[src/rtl/rpfPkg.sv]
package rpfPkg;

  localparam logic [1:0] KIND_LINE = 2'd1;
  localparam logic [1:0] KIND_MULT = 2'd2;

  typedef enum logic [1:0] {
    ST_IDLE,
    ST_SINGLE,
    ST_FIRST,
    ST_SPEC
  } fetchStateT;

  typedef struct packed {
    logic flush;
    logic push;
    logic pushReq;
    logic promote;
    logic pop;
  } lineStrobeT;

endpackage

[src/rtl/rpfLineTrack.sv]
module rpfLineTrack
  import rpfPkg::*;
#(
  parameter int TAG_W = 26,
  parameter int MAX_LINES = 8,
  localparam int PTR_W = $clog2(MAX_LINES),
  localparam int CNT_W = PTR_W + 1
) (
  input  logic                 clk,
  input  logic                 rstN,
  input  lineStrobeT           strobe,
  input  logic [TAG_W-1:0]     pushLine,
  input  logic [TAG_W-1:0]     lookupLine,
  output logic                 hit,
  output logic [CNT_W-1:0]     lineCount,
  output logic [MAX_LINES-1:0] reqMask
);

  logic [PTR_W-1:0]     headQ;
  logic [CNT_W-1:0]     countQ;
  logic [TAG_W-1:0]     tagQ [MAX_LINES];
  logic [MAX_LINES-1:0] reqQ;
  logic [MAX_LINES-1:0] slotValid;
  logic [MAX_LINES-1:0] slotMatch;
  logic [PTR_W-1:0]     tailPtr;
  logic                 popEff;

  assign popEff    = strobe.pop && (countQ != '0);
  assign tailPtr   = headQ + PTR_W'(countQ);
  assign lineCount = countQ;
  assign hit       = |slotMatch;

  for (genvar g = 0; g < MAX_LINES; g++) begin : gSlot
    logic [PTR_W-1:0] age;
    assign age          = PTR_W'(g) - headQ;
    assign slotValid[g] = CNT_W'(age) < countQ;
    assign slotMatch[g] = slotValid[g] && (tagQ[g] == lookupLine);
  end

  for (genvar k = 0; k < MAX_LINES; k++) begin : gAge
    logic [PTR_W-1:0] slot;
    assign slot       = headQ + PTR_W'(k);
    assign reqMask[k] = (CNT_W'(k) < countQ) && reqQ[slot];
  end

  always_ff @(posedge clk or negedge rstN) begin
    if (!rstN) begin
      headQ  <= '0;
      countQ <= '0;
      reqQ   <= '0;
    end else if (strobe.flush) begin
      headQ  <= '0;
      countQ <= '0;
      reqQ   <= '0;
    end else begin
      if (popEff) headQ <= headQ + 1'b1;
      countQ <= countQ + CNT_W'(strobe.push) - CNT_W'(popEff);
      for (int i = 0; i < MAX_LINES; i++) begin
        if (strobe.push && tailPtr == PTR_W'(i)) reqQ[i] <= strobe.pushReq;
        else if (strobe.promote && slotMatch[i]) reqQ[i] <= 1'b1;
      end
    end
  end

  always_ff @(posedge clk) begin
    if (strobe.push && !strobe.flush) tagQ[tailPtr] <= pushLine;
  end

  // the record never holds more than MAX_LINES lines
  p_no_overflow_r12: assert property (@(posedge clk) disable iff (!rstN)
    countQ <= CNT_W'(MAX_LINES));

  // no push into a full record unless a line leaves at the same time
  p_push_room_r12: assert property (@(posedge clk) disable iff (!rstN)
    strobe.push |-> (countQ < CNT_W'(MAX_LINES)) || popEff);

  // a flush empties the record on the next cycle
  p_flush_empty_r11: assert property (@(posedge clk) disable iff (!rstN)
    strobe.flush |=> countQ == '0);

  // a promotion keeps the line count unchanged
  p_promote_keeps_r10: assert property (@(posedge clk) disable iff (!rstN)
    strobe.promote && !strobe.pop |=> $stable(countQ));

endmodule

[src/rtl/rpfControl.sv]
module rpfControl
  import rpfPkg::*;
#(
  parameter int ADDR_W = 32,
  parameter int LINE_OFF_W = 6,
  parameter int MAX_LINES = 8,
  parameter int NUM_MASTERS = 8,
  parameter int IPF_W = 3,
  localparam int TAG_W = ADDR_W - LINE_OFF_W,
  localparam int DW_PER_LINE = 1 << (LINE_OFF_W - 2),
  localparam int DWC_W = $clog2(DW_PER_LINE + 1),
  localparam int CNT_W = $clog2(MAX_LINES) + 1,
  localparam int MID_W = $clog2(NUM_MASTERS)
) (
  input  logic                   clk,
  input  logic                   rstN,
  input  logic                   reqValid,
  output logic                   reqReady,
  input  logic [1:0]             reqKind,
  input  logic [ADDR_W-1:0]      reqAddr,
  input  logic [MID_W-1:0]       reqMaster,
  input  logic                   req64,
  input  logic                   reqBurst,
  input  logic                   reqStopEarly,
  input  logic                   lineDone,
  input  logic [NUM_MASTERS-1:0] cfgMasterPfEn,
  input  logic                   cfgPlainPfEn,
  input  logic [IPF_W-1:0]       cfgInitLine,
  input  logic [IPF_W-1:0]       cfgInitMult,
  input  logic                   cfgContLine,
  input  logic                   cfgContMult,
  output logic                   upValid,
  input  logic                   upReady,
  output logic [ADDR_W-1:0]      upAddr,
  output logic [DWC_W-1:0]       upDw,
  output logic                   ack64,
  output logic                   disconnect,
  input  logic                   hit,
  input  logic [CNT_W-1:0]       lineCount,
  output lineStrobeT             strobe,
  output logic [TAG_W-1:0]       pushLine,
  output logic [TAG_W-1:0]       lookupLine
);

  fetchStateT          stateQ;
  logic [ADDR_W-1:0]   startQ;
  logic [DWC_W-1:0]    dwQ;
  logic [CNT_W-1:0]    specLeftQ;
  logic [CNT_W-1:0]    contPendQ;
  logic [TAG_W-1:0]    curLineQ;
  logic [TAG_W-1:0]    lastLineQ;
  logic                burstActQ;
  logic                contEnQ;
  logic                ack64Q;
  logic                discQ;

  logic accept, isPlain, pfEn, isBurst, wide, contSel, fire, popEff, contGo;
  logic [IPF_W-1:0] ipfN;

  assign lookupLine = reqAddr[ADDR_W-1:LINE_OFF_W];
  assign reqReady   = (stateQ == ST_IDLE) && (contPendQ == '0);
  assign accept     = reqValid && reqReady;
  assign isPlain    = (reqKind != KIND_LINE) && (reqKind != KIND_MULT);
  assign pfEn       = cfgMasterPfEn[reqMaster] && (!isPlain || cfgPlainPfEn);
  assign isBurst    = reqBurst || reqStopEarly;
  assign wide       = req64 && (!isPlain || pfEn);
  assign ipfN       = (reqKind == KIND_MULT) ? cfgInitMult : cfgInitLine;
  assign contSel    = (reqKind == KIND_MULT) ? cfgContMult : cfgContLine;
  assign popEff     = lineDone && (lineCount != '0);
  assign contGo     = popEff && burstActQ && contEnQ;

  assign upValid = (stateQ != ST_IDLE);
  assign fire    = upValid && upReady;
  assign upAddr  = (stateQ == ST_SPEC) ? {lastLineQ + TAG_W'(1), LINE_OFF_W'(0)} : startQ;
  assign upDw    = (stateQ == ST_SPEC) ? DWC_W'(DW_PER_LINE) : dwQ;
  assign ack64      = ack64Q;
  assign disconnect = discQ;
  assign pushLine   = (stateQ == ST_FIRST) ? curLineQ : lastLineQ + TAG_W'(1);

  always_comb begin
    strobe         = '0;
    strobe.flush   = accept && !hit;
    strobe.promote = accept && hit;
    strobe.pop     = lineDone;
    strobe.push    = fire && ((stateQ == ST_FIRST) || (stateQ == ST_SPEC));
    strobe.pushReq = (stateQ == ST_FIRST);
  end

  always_ff @(posedge clk or negedge rstN) begin
    if (!rstN) begin
      stateQ    <= ST_IDLE;
      startQ    <= '0;
      dwQ       <= '0;
      specLeftQ <= '0;
      contPendQ <= '0;
      curLineQ  <= '0;
      lastLineQ <= '0;
      burstActQ <= 1'b0;
      contEnQ   <= 1'b0;
      ack64Q    <= 1'b0;
      discQ     <= 1'b0;
    end else begin
      discQ <= popEff && (lineCount == CNT_W'(1)) && (stateQ == ST_IDLE)
               && (contPendQ == '0) && !contGo;
      if (accept) begin
        ack64Q    <= wide;
        burstActQ <= pfEn && isBurst;
        contEnQ   <= contSel;
        contPendQ <= CNT_W'(contGo);
        if (!hit) begin
          startQ <= reqAddr & ~ADDR_W'(3);
          if (pfEn && isBurst) begin
            stateQ    <= ST_FIRST;
            dwQ       <= DWC_W'(DW_PER_LINE) - DWC_W'(reqAddr[LINE_OFF_W-1:2]);
            specLeftQ <= CNT_W'(ipfN);
            curLineQ  <= lookupLine;
          end else begin
            stateQ <= ST_SINGLE;
            dwQ    <= wide ? DWC_W'(2) : DWC_W'(1);
          end
        end
      end else begin
        contPendQ <= contPendQ + CNT_W'(contGo);
        case (stateQ)
          ST_IDLE: if (contPendQ != '0) begin
            stateQ    <= ST_SPEC;
            specLeftQ <= contPendQ;
            contPendQ <= CNT_W'(contGo);
          end
          ST_SINGLE: if (upReady) stateQ <= ST_IDLE;
          ST_FIRST: if (upReady) begin
            lastLineQ <= curLineQ;
            stateQ    <= (specLeftQ == '0) ? ST_IDLE : ST_SPEC;
          end
          ST_SPEC: if (upReady) begin
            lastLineQ <= lastLineQ + TAG_W'(1);
            if (specLeftQ == CNT_W'(1)) stateQ <= ST_IDLE;
            else specLeftQ <= specLeftQ - CNT_W'(1);
          end
          default: stateQ <= ST_IDLE;
        endcase
      end
    end
  end

  // plain read without prefetch never acknowledges 64-bit
  p_plain_no_ack_r2: assert property (@(posedge clk) disable iff (!rstN)
    accept && isPlain && !pfEn |=> !ack64);

  // a stalled upstream request holds steady
  p_hold_stall_r14: assert property (@(posedge clk) disable iff (!rstN)
    upValid && !upReady |=> upValid && $stable(upAddr) && $stable(upDw));

  // multi-dword line requests only while a prefetching burst is active
  p_spec_needs_burst_r8: assert property (@(posedge clk) disable iff (!rstN)
    upValid && (upDw > DWC_W'(2)) |-> burstActQ);

  // the first burst request ends exactly at the line boundary
  p_first_len_r5: assert property (@(posedge clk) disable iff (!rstN)
    upValid && (stateQ == ST_FIRST) |->
      (DWC_W'(upAddr[LINE_OFF_W-1:2]) + upDw) == DWC_W'(DW_PER_LINE));

  // disconnect is a single-cycle pulse
  p_disc_pulse_r13: assert property (@(posedge clk) disable iff (!rstN)
    disconnect |=> !disconnect);

endmodule

[src/rtl/readPrefetchCtl.sv]
module readPrefetchCtl
  import rpfPkg::*;
#(
  parameter int ADDR_W = 32,
  parameter int LINE_OFF_W = 6,
  parameter int MAX_LINES = 8,
  parameter int NUM_MASTERS = 8,
  parameter int IPF_W = 3,
  localparam int TAG_W = ADDR_W - LINE_OFF_W,
  localparam int DWC_W = $clog2((1 << (LINE_OFF_W - 2)) + 1),
  localparam int CNT_W = $clog2(MAX_LINES) + 1,
  localparam int MID_W = $clog2(NUM_MASTERS)
) (
  input  logic                   clk,
  input  logic                   rstN,
  input  logic                   reqValid,
  output logic                   reqReady,
  input  logic [1:0]             reqKind,
  input  logic [ADDR_W-1:0]      reqAddr,
  input  logic [MID_W-1:0]       reqMaster,
  input  logic                   req64,
  input  logic                   reqBurst,
  input  logic                   reqStopEarly,
  input  logic                   lineDone,
  input  logic [NUM_MASTERS-1:0] cfgMasterPfEn,
  input  logic                   cfgPlainPfEn,
  input  logic [IPF_W-1:0]       cfgInitLine,
  input  logic [IPF_W-1:0]       cfgInitMult,
  input  logic                   cfgContLine,
  input  logic                   cfgContMult,
  output logic                   upValid,
  input  logic                   upReady,
  output logic [ADDR_W-1:0]      upAddr,
  output logic [DWC_W-1:0]       upDw,
  output logic                   ack64,
  output logic                   disconnect,
  output logic [CNT_W-1:0]       lineCount,
  output logic [MAX_LINES-1:0]   lineReqMask
);

  lineStrobeT       strobe;
  logic [TAG_W-1:0] pushLine;
  logic [TAG_W-1:0] lookupLine;
  logic             hit;

  rpfControl #(
    .ADDR_W(ADDR_W), .LINE_OFF_W(LINE_OFF_W), .MAX_LINES(MAX_LINES),
    .NUM_MASTERS(NUM_MASTERS), .IPF_W(IPF_W)
  ) u_ctl (
    .clk(clk), .rstN(rstN),
    .reqValid(reqValid), .reqReady(reqReady), .reqKind(reqKind),
    .reqAddr(reqAddr), .reqMaster(reqMaster), .req64(req64),
    .reqBurst(reqBurst), .reqStopEarly(reqStopEarly), .lineDone(lineDone),
    .cfgMasterPfEn(cfgMasterPfEn), .cfgPlainPfEn(cfgPlainPfEn),
    .cfgInitLine(cfgInitLine), .cfgInitMult(cfgInitMult),
    .cfgContLine(cfgContLine), .cfgContMult(cfgContMult),
    .upValid(upValid), .upReady(upReady), .upAddr(upAddr), .upDw(upDw),
    .ack64(ack64), .disconnect(disconnect),
    .hit(hit), .lineCount(lineCount),
    .strobe(strobe), .pushLine(pushLine), .lookupLine(lookupLine)
  );

  rpfLineTrack #(
    .TAG_W(TAG_W), .MAX_LINES(MAX_LINES)
  ) u_lines (
    .clk(clk), .rstN(rstN),
    .strobe(strobe), .pushLine(pushLine), .lookupLine(lookupLine),
    .hit(hit), .lineCount(lineCount), .reqMask(lineReqMask)
  );

endmodule

[config.mk]
export PLATFORM = sky130hd
export DESIGN_NAME = readPrefetchCtl
export DESIGN_NICKNAME = d
export VERILOG_FILES = /design/src/rtl/rpfPkg.sv /design/src/rtl/rpfLineTrack.sv /design/src/rtl/rpfControl.sv /design/src/rtl/readPrefetchCtl.sv
export SDC_FILE = /design/constraint.sdc
export NUM_CORES = 1
export LEC_CHECK = 0
export CAP_MARGIN = 40
export CORE_ASPECT_RATIO = 0.8
export CORE_MARGIN = 5
export CORE_UTILIZATION = 54
export CTS_CLUSTER_DIAMETER = 100
export CTS_CLUSTER_SIZE = 12
export DETAILED_ROUTE_END_ITERATION = 7
export DONT_BUFFER_PORTS = 1
export GPL_TIMING_DRIVEN = 0
export PLACE_DENSITY = 0.68
export SETUP_SLACK_MARGIN = 0.1
export SKIP_LAST_GASP = 1
export SLEW_MARGIN = 30
export SYNTH_ARGS = -nofsm -noshare
export SYNTH_HDL_FRONTEND = slang
export SYNTH_SLANG_ARGS = --single-unit
[constraint.sdc]
create_clock -name clk -period 7.1 [get_ports clk]
set_clock_uncertainty 0.15 [all_clocks]
set_input_delay 0 -clock clk [delete_from_list [all_inputs] [get_ports clk]]
set_output_delay 0 -clock clk [all_outputs]
set_load 0.02 [all_outputs]
* Word level (Yosys, flattened, before mapping) *
Memory sizes are Yosys's and may differ from the RTL's.
Cells that the tools add are included.

cells by class
  add/subtract/negate cells = 22
  $lt $le $gt $ge = 25
  equality and inequality tests = 33
  muxes and demuxes = 70
  bitwise gates (word level) = 2
  reductions and logical operators = 82

operators with widths
  cell                                                    count
  == test 26 bit                                          8
  2-to-1 mux 26 bit                                       3
  case mux 26 bit (2 select lines)                        1
  logical AND 1 bit                                       50
  2-to-1 mux 4 bit                                        10
  < comparator 3 x 4 -> 1 bit (second input constant)     9
  < comparator 3 x 4 -> 1 bit                             8
  2-to-1 mux 32 bit                                       1
  2-to-1 mux 1 bit                                        28
  binary-select mux 1 bit (select 3 bit)                  9
  nonzero test 3 bit                                      9
  adder 26 x 1 -> 26 bit (second input constant)          1
  2-to-1 mux 2 bit                                        10
  < comparator 3 x 4 -> 1 bit (first input constant)      4
  inequality test 3 x 2 -> 1 bit (second input constant)  5
  adder 3 bit (second input constant)                     4
  == test 3 bit (second input constant)                   4
  AND reduction 6 bit                                     2
  subtractor 3 bit (first input constant)                 4
  2-to-1 mux 5 bit                                        2
  inequality test 2 bit (second input constant)           5
  2-to-1 mux 3 bit                                        3
  adder 4 x 1 -> 4 bit                                    2
  == test 4 x 1 -> 1 bit (second input constant)          2
  31 further kinds                                        50

word-level totals
  register bits after elaboration = 116
  bits in writable memories = 208
  input bits = 62
  output and inout port bits = 53
  word-level logic and storage cells = 256
  memories = 1

memory list
  name          depth  width  rd ports  clocked after Yosys merged registers in  write ports  line                RTL
  u_lines.tagQ  8      26     8         0                                        1            rpfLineTrack.sv:21  logic [TAG_W-1:0] tagQ [MAX_LINES];

* Longest topological paths before layout *
  depth in word-level cells = 10
  depth in mapped cells = 14
  mapped depth without buffers = 12

* By module *
From an unflattened synthesis, not the netlist that was laid out.

second synthesis, totals
  cells, all modules = 1381
  area, all modules = 16652.2 µm²

by module, submodules not included
  module        instances  cells each  area an instance (µm²)  sequential area each (µm²)
  rpfLineTrack  1          695         10373.7                 6621.4
  rpfControl    1          686         6278.5                  2527.4

* Worst setup path after synthesis *
Ideal clock, no wire load.

  path type = reg2reg
  start = register u_lines.countQ[0], in the netlist u_lines.lineCount[0]
  end = register u_lines.reqQ[1]
  library setup time = 97 ps
  data arrival time = 3983 ps
  data required time = 6853 ps
  setup slack = 2870 ps
  cell stages (with the launch flop) = 7
  buffers on the path = 0
  clock period less this slack = 4230 ps
  path through = dfrtp_1 > ha_1 > fa_1 > or3_1 > nor3_1 > a211oi_1 > a211oi_1

between the ends
  word-level cells in the longest chain between the ends = 6
  elaborated cells on any way between the ends = 27
  classes of those cells = 1 x add/sub; 8 x order compare; 1 x eq/ne; 2 x mux; 15 x reduce/logical

ends and longest elaborated chain
  what                                                              line                                  RTL
  start: declaration                                                rpfLineTrack.sv:20                    logic [CNT_W-1:0] countQ;
  start signal: assignment                                          rpfLineTrack.sv:57                    countQ <= countQ + CNT_W'(strobe.push) - CNT_W'(popEff);
  < comparator 3 x 4 -> 1 bit                                       rpfLineTrack.sv:36                    assign slotValid[g] = CNT_W'(age) < countQ;
  logical AND 1 bit                                                 rpfLineTrack.sv:37                    assign slotMatch[g] = slotValid[g] && (tagQ[g] == lookupLine);
  OR reduction 8 bit                                                rpfLineTrack.sv:31                    assign hit = |slotMatch;
  logical AND 1 bit or logical NOT 1 bit (tied branches)            rpfControl.sv:83, rpfControl.sv:82
  logical AND 1 bit (on tied branches)                              rpfLineTrack.sv:60, rpfControl.sv:82
  nonzero test 3 bit (no line) or 2-to-1 mux 8 bit (tied branches)  n/a
  end signal: indexed assignment                                    rpfLineTrack.sv:59                    if (strobe.push && tailPtr == PTR_W'(i)) reqQ[i] <= strobe.pushReq;
  end: declaration                                                  rpfLineTrack.sv:22                    logic [MAX_LINES-1:0] reqQ;

Parallel ways exist; a longest one is shown, timed or not.
A chain may end at the register's enable or synchronous reset.

* Final worst setup path *
  start = register u_lines.headQ[0]
  end = register u_ctl.startQ[2]

between the ends
  word-level cells in the longest chain between the ends = 6
  elaborated cells on any way between the ends = 27
  classes of those cells = 8 x add/sub; 8 x order compare; 1 x bitwise; 10 x reduce/logical

ends and longest elaborated chain
  what                                               line                RTL
  start: declaration                                 rpfLineTrack.sv:19  logic [PTR_W-1:0] headQ;
  start signal: assignment                           rpfLineTrack.sv:56  if (popEff) headQ <= headQ + 1'b1;
  subtractor 1 x 3 -> 3 bit (tied with other cells)  rpfLineTrack.sv:35  assign age = PTR_W'(g) - headQ;
  < comparator 3 x 4 -> 1 bit                        rpfLineTrack.sv:36
  logical AND 1 bit                                  rpfLineTrack.sv:37
  OR reduction 8 bit *                               rpfLineTrack.sv:31
  NOT 1 bit (no line) *                              n/a
  AND reduction 2 bit (no line) *                    n/a
  end signal: assignment                             rpfControl.sv:111   startQ <= reqAddr & ~ADDR_W'(3);
  end: declaration                                   rpfControl.sv:46    logic [ADDR_W-1:0] startQ;

Mark *: on every way between the ends. The rest lies on a longest branch, timed or not.

==> out/metrics.cfg <==
[synthesis]
async_reset_ff_frac = 0.358
synthCells = 1287
ys_ff_latch = 324
synth.avg_cell_area_sq_um = 12.5
synth_edf_count = 208
synth_common_cells = xor2_1 (224), edfxtp_1 (208), dfrtp_1 (116), nor2_1 (98), a21oi_1 (89)
syn-cell-area_sq_mm = 0.0161
synth_most_common_cell = xor2_1
synth_top_area_share = 0.387
synth_top_area_cell = edfxtp_1
ys_types = 58
synth_area_leaders = edfxtp_1 (39%), dfrtp_1 (18%), xor2_1 (12%), mux2_2 (2.9%), ha_1 (2.8%)
synth.yosys.seq_area_share = 0.567
yosys_warnings = 0
synthFlopType = edfxtp_1

[final_layout]
n_antenna_cell = 0
area_growth_pct = 13.3
ff_latch_area_sq_mm = 0.00915
layout.nets = 1498
fillers = 2291
drive_gt1_frac = 0.140
finish.instance_area_sq_mm = 0.0183
multiInputGateArea_sq_mm = 0.00649

[clock_tree]
cts_setup_buffers = 0
cts_max_level = 1
hold_buffers = 54
root_buffer = clkbuf_16
insertion_delay_ns = 0.57
cts_tree = built
cts_buffer_depth = 3
cts-resized-gates = 0
cts_made_buffers = 30
clock-sinks = 324
clk_pin_slew_ns = 0.06

[timing]
tns_ns = 0
finalCritPeriodShare = 0.662
worstMarginPinSlew_ns = 0.888
maxSlewViolCount = 0
hold_slack_ns = -0.00688
setup_slack_ns = 2.40
rsz0062_at_grt = false
fmax_mhz = 213
setup_viol = 0
slew_headroom = 0.408
hold_viol = 30
period_needed_ns = 4.70

[route]
drtIter0Drc = 968
wire_per_inst_um = 24.6
viasPerCell = 5.91
vias = 10600
drc = 0
drtPass1Iterations = 5
wirelength_um = 44200
ant_nets = 0

[setup_path]
worstSetupPathType = reg2reg
cp_num_buf_inv = 4
cp.arrival_ns = 4.99
rr_startpoint = u_lines.headQ[0]$_DFFE_PN0P_
max_stage_delay_ns = 0.55
critPathMaxFanout = 10
crit_chain = clkbuf_1 > inv_1 > ha_1 > inv_1 > ha_1 > nor2b_1 > o21ai_0 > a21oi_1 > nor3_2 > nor4_4 > nand3_2 > mux2_2 > dlygate4sd3_1
critPathRequiredTime_ns = 7.39
crit_slowest_cell = nor4_4
cp-start-kind = register
critPathTopFamily = buffers and inverters
crit_start = u_lines.headQ[0]$_DFFE_PN0P_
critPathCaptureType = register

[outcome]
violations = hold timing
outcome = finished with violations

[floorplan]
num_rows = 56
floorplan.die_area_sq_mm = 0.0335
core_region_area_sq_mm = 0.0294
io_pins = 115
die_w_um = 203
start_util = 0.548
fp.dieH_um = 165

[power]
finalPower_mw = 8.27
ir_worst_vdd_mv = 0.369
p_per_area_mw_per_mm2 = 452
p_leak_nw = 7.12

[global_route]
grt_pass1_vias = 10400
grt_pass1_wl_um = 66400
grt_overflow = 0
grt_usage = 0.265
antenna_found_initial = 1
grt_max_degree = 117

[placed_design]
globalplace.congestion = 0.896
postPlaceCellArea_sq_mm = 0.0169
dp_slack_ns = 2.77
hpwlAfterDp_um = 30100
numPortBuffers = 0

[min_path]
hold_class = in2async

[flow_run]
maxCapViolations = 0

final cells by class:
type,count,share of cell area
Clock buffer,51,0.0453
Multi-Input combinational cell,852,0.355
Inverter,36,0.00739
Buffer,76,0.0246
Sequential cell,324,0.500
Tap cell,377,0.0258
Clock inverter,1,0.000889
Timing Repair Buffer,78,0.0411
worst register-to-register path: cells and delay by family (launching register included):
| kind | cells | cell delay [ns] |
|---|---|---|
| adders and majority gates | 2 | 0.76 |
| DFF | 1 | 0.40 |
| muxes | 1 | 0.34 |
| AOI/OAI and AO/OA | 2 | 0.46 |
| buffers and inverters | 4 | 1.29 |
| and+or+nand+nor | 4 | 1.17 |
power by group:
part           internal [mW]  total (mW)  switching, mW
Sequential              2.91        3.26          0.356
Combinational           1.14        3.54           2.39
Clock                  0.787        1.47          0.687
routing by layer:
metal  global-route usage  vias up  wire length, um
li1                     -     4809                -
met1                0.400     5297            19700
met2                0.406      442            19700
met3               0.0479       59             3860
met4               0.0601        0              943
met5                    0        -                0
cells by family (layout without fill, tap and decap cells):
| group | after synthesis | after routing | share of synthesized area |
|---|---|---|---|
| other | 1 | 2 | 0.000232 |
| buffers and inverters | 112 | 242 | 0.0362 |
| and+or+nand+nor | 292 | 292 | 0.0955 |
| AOI/OAI and AO/OA | 178 | 178 | 0.0643 |
| DFF | 324 | 324 | 0.567 |
| xor gates and xnor gates | 247 | 247 | 0.134 |
| adders and majority gates | 38 | 38 | 0.0304 |
| muxes | 95 | 95 | 0.0725 |
final timing paths:
| check | to | slack, ns | cells past startpoint |
|---|---|---|---|
| max | u_ctl.startQ[2]$_DFFE_PN0N_ | 2.40 | 13 |
| min | u_ctl.startQ[19]$_DFFE_PN0N_ | -0.007 | 3 |
| max reg2reg | u_ctl.startQ[2]$_DFFE_PN0N_ | 2.40 | 13 |
| min reg2reg | u_ctl.burstActQ$_DFFE_PN0P_ | 0.32 | 1 |
| max in group asynchronous | u_ctl.disconnect$_DFF_PN0_ | 6.32 | 3 |
| min in group clk | u_ctl.disconnect$_DFF_PN0_ | 0.05 | 3 |
sequential cells by signal, summed over array words and instances, names as in the netlist:
| signal | count |
|---|---|
| u_ctl.startQ | 30 |
| u_lines.tagQ | 208 |
| u_ctl.specLeftQ | 4 |
| u_ctl.disconnect | 1 |
| u_ctl.dwQ | 5 |
| u_lines.lineCount | 4 |
| u_lines.reqQ | 8 |
| u_ctl.ack64 | 1 |
| u_ctl.contEnQ | 1 |
| u_ctl.stateQ | 2 |
| u_ctl.contPendQ | 4 |
| u_lines.headQ | 3 |
| u_ctl.curLineQ | 26 |
| u_ctl.lastLineQ | 26 |
| u_ctl.burstActQ | 1 |
through the flow:
step	cells	hold slack (ns)	utilization
2_1_floorplan	1288	-0.446	-
3_3_place_gp	1665	-0.440	0.565
6_report	1795	-0.00688	0.622
5_1_grt	1795	0.0540	0.622
3_5_place_dp	1686	-0.440	0.573
4_1_cts	1792	0.0293	0.621
layout by cell type (no fill, tap or decap), types with 17 or more instances in the layout:
| cell | instances |
|---|---|
| xor2_1 | 224 |
| edfxtp_1 | 208 |
| dfrtp_1 | 116 |
| nor2_1 | 98 |
| a21oi_1 | 75 |
| clkbuf_1 | 55 |
| dlygate4sd3_1 | 53 |
| nor4_1 | 49 |
| nand2_1 | 42 |
| mux2_2 | 42 |
| buf_4 | 39 |
| ha_1 | 36 |
| inv_1 | 33 |
| o21ai_0 | 30 |
| clkbuf_16 | 30 |
| nand3_1 | 27 |
| xnor2_1 | 23 |
| mux2i_1 | 19 |
| o22ai_1 | 19 |
| nand4_1 | 17 |
| mux2_1 | 17 |
Power figures use the tool's default switching activity.
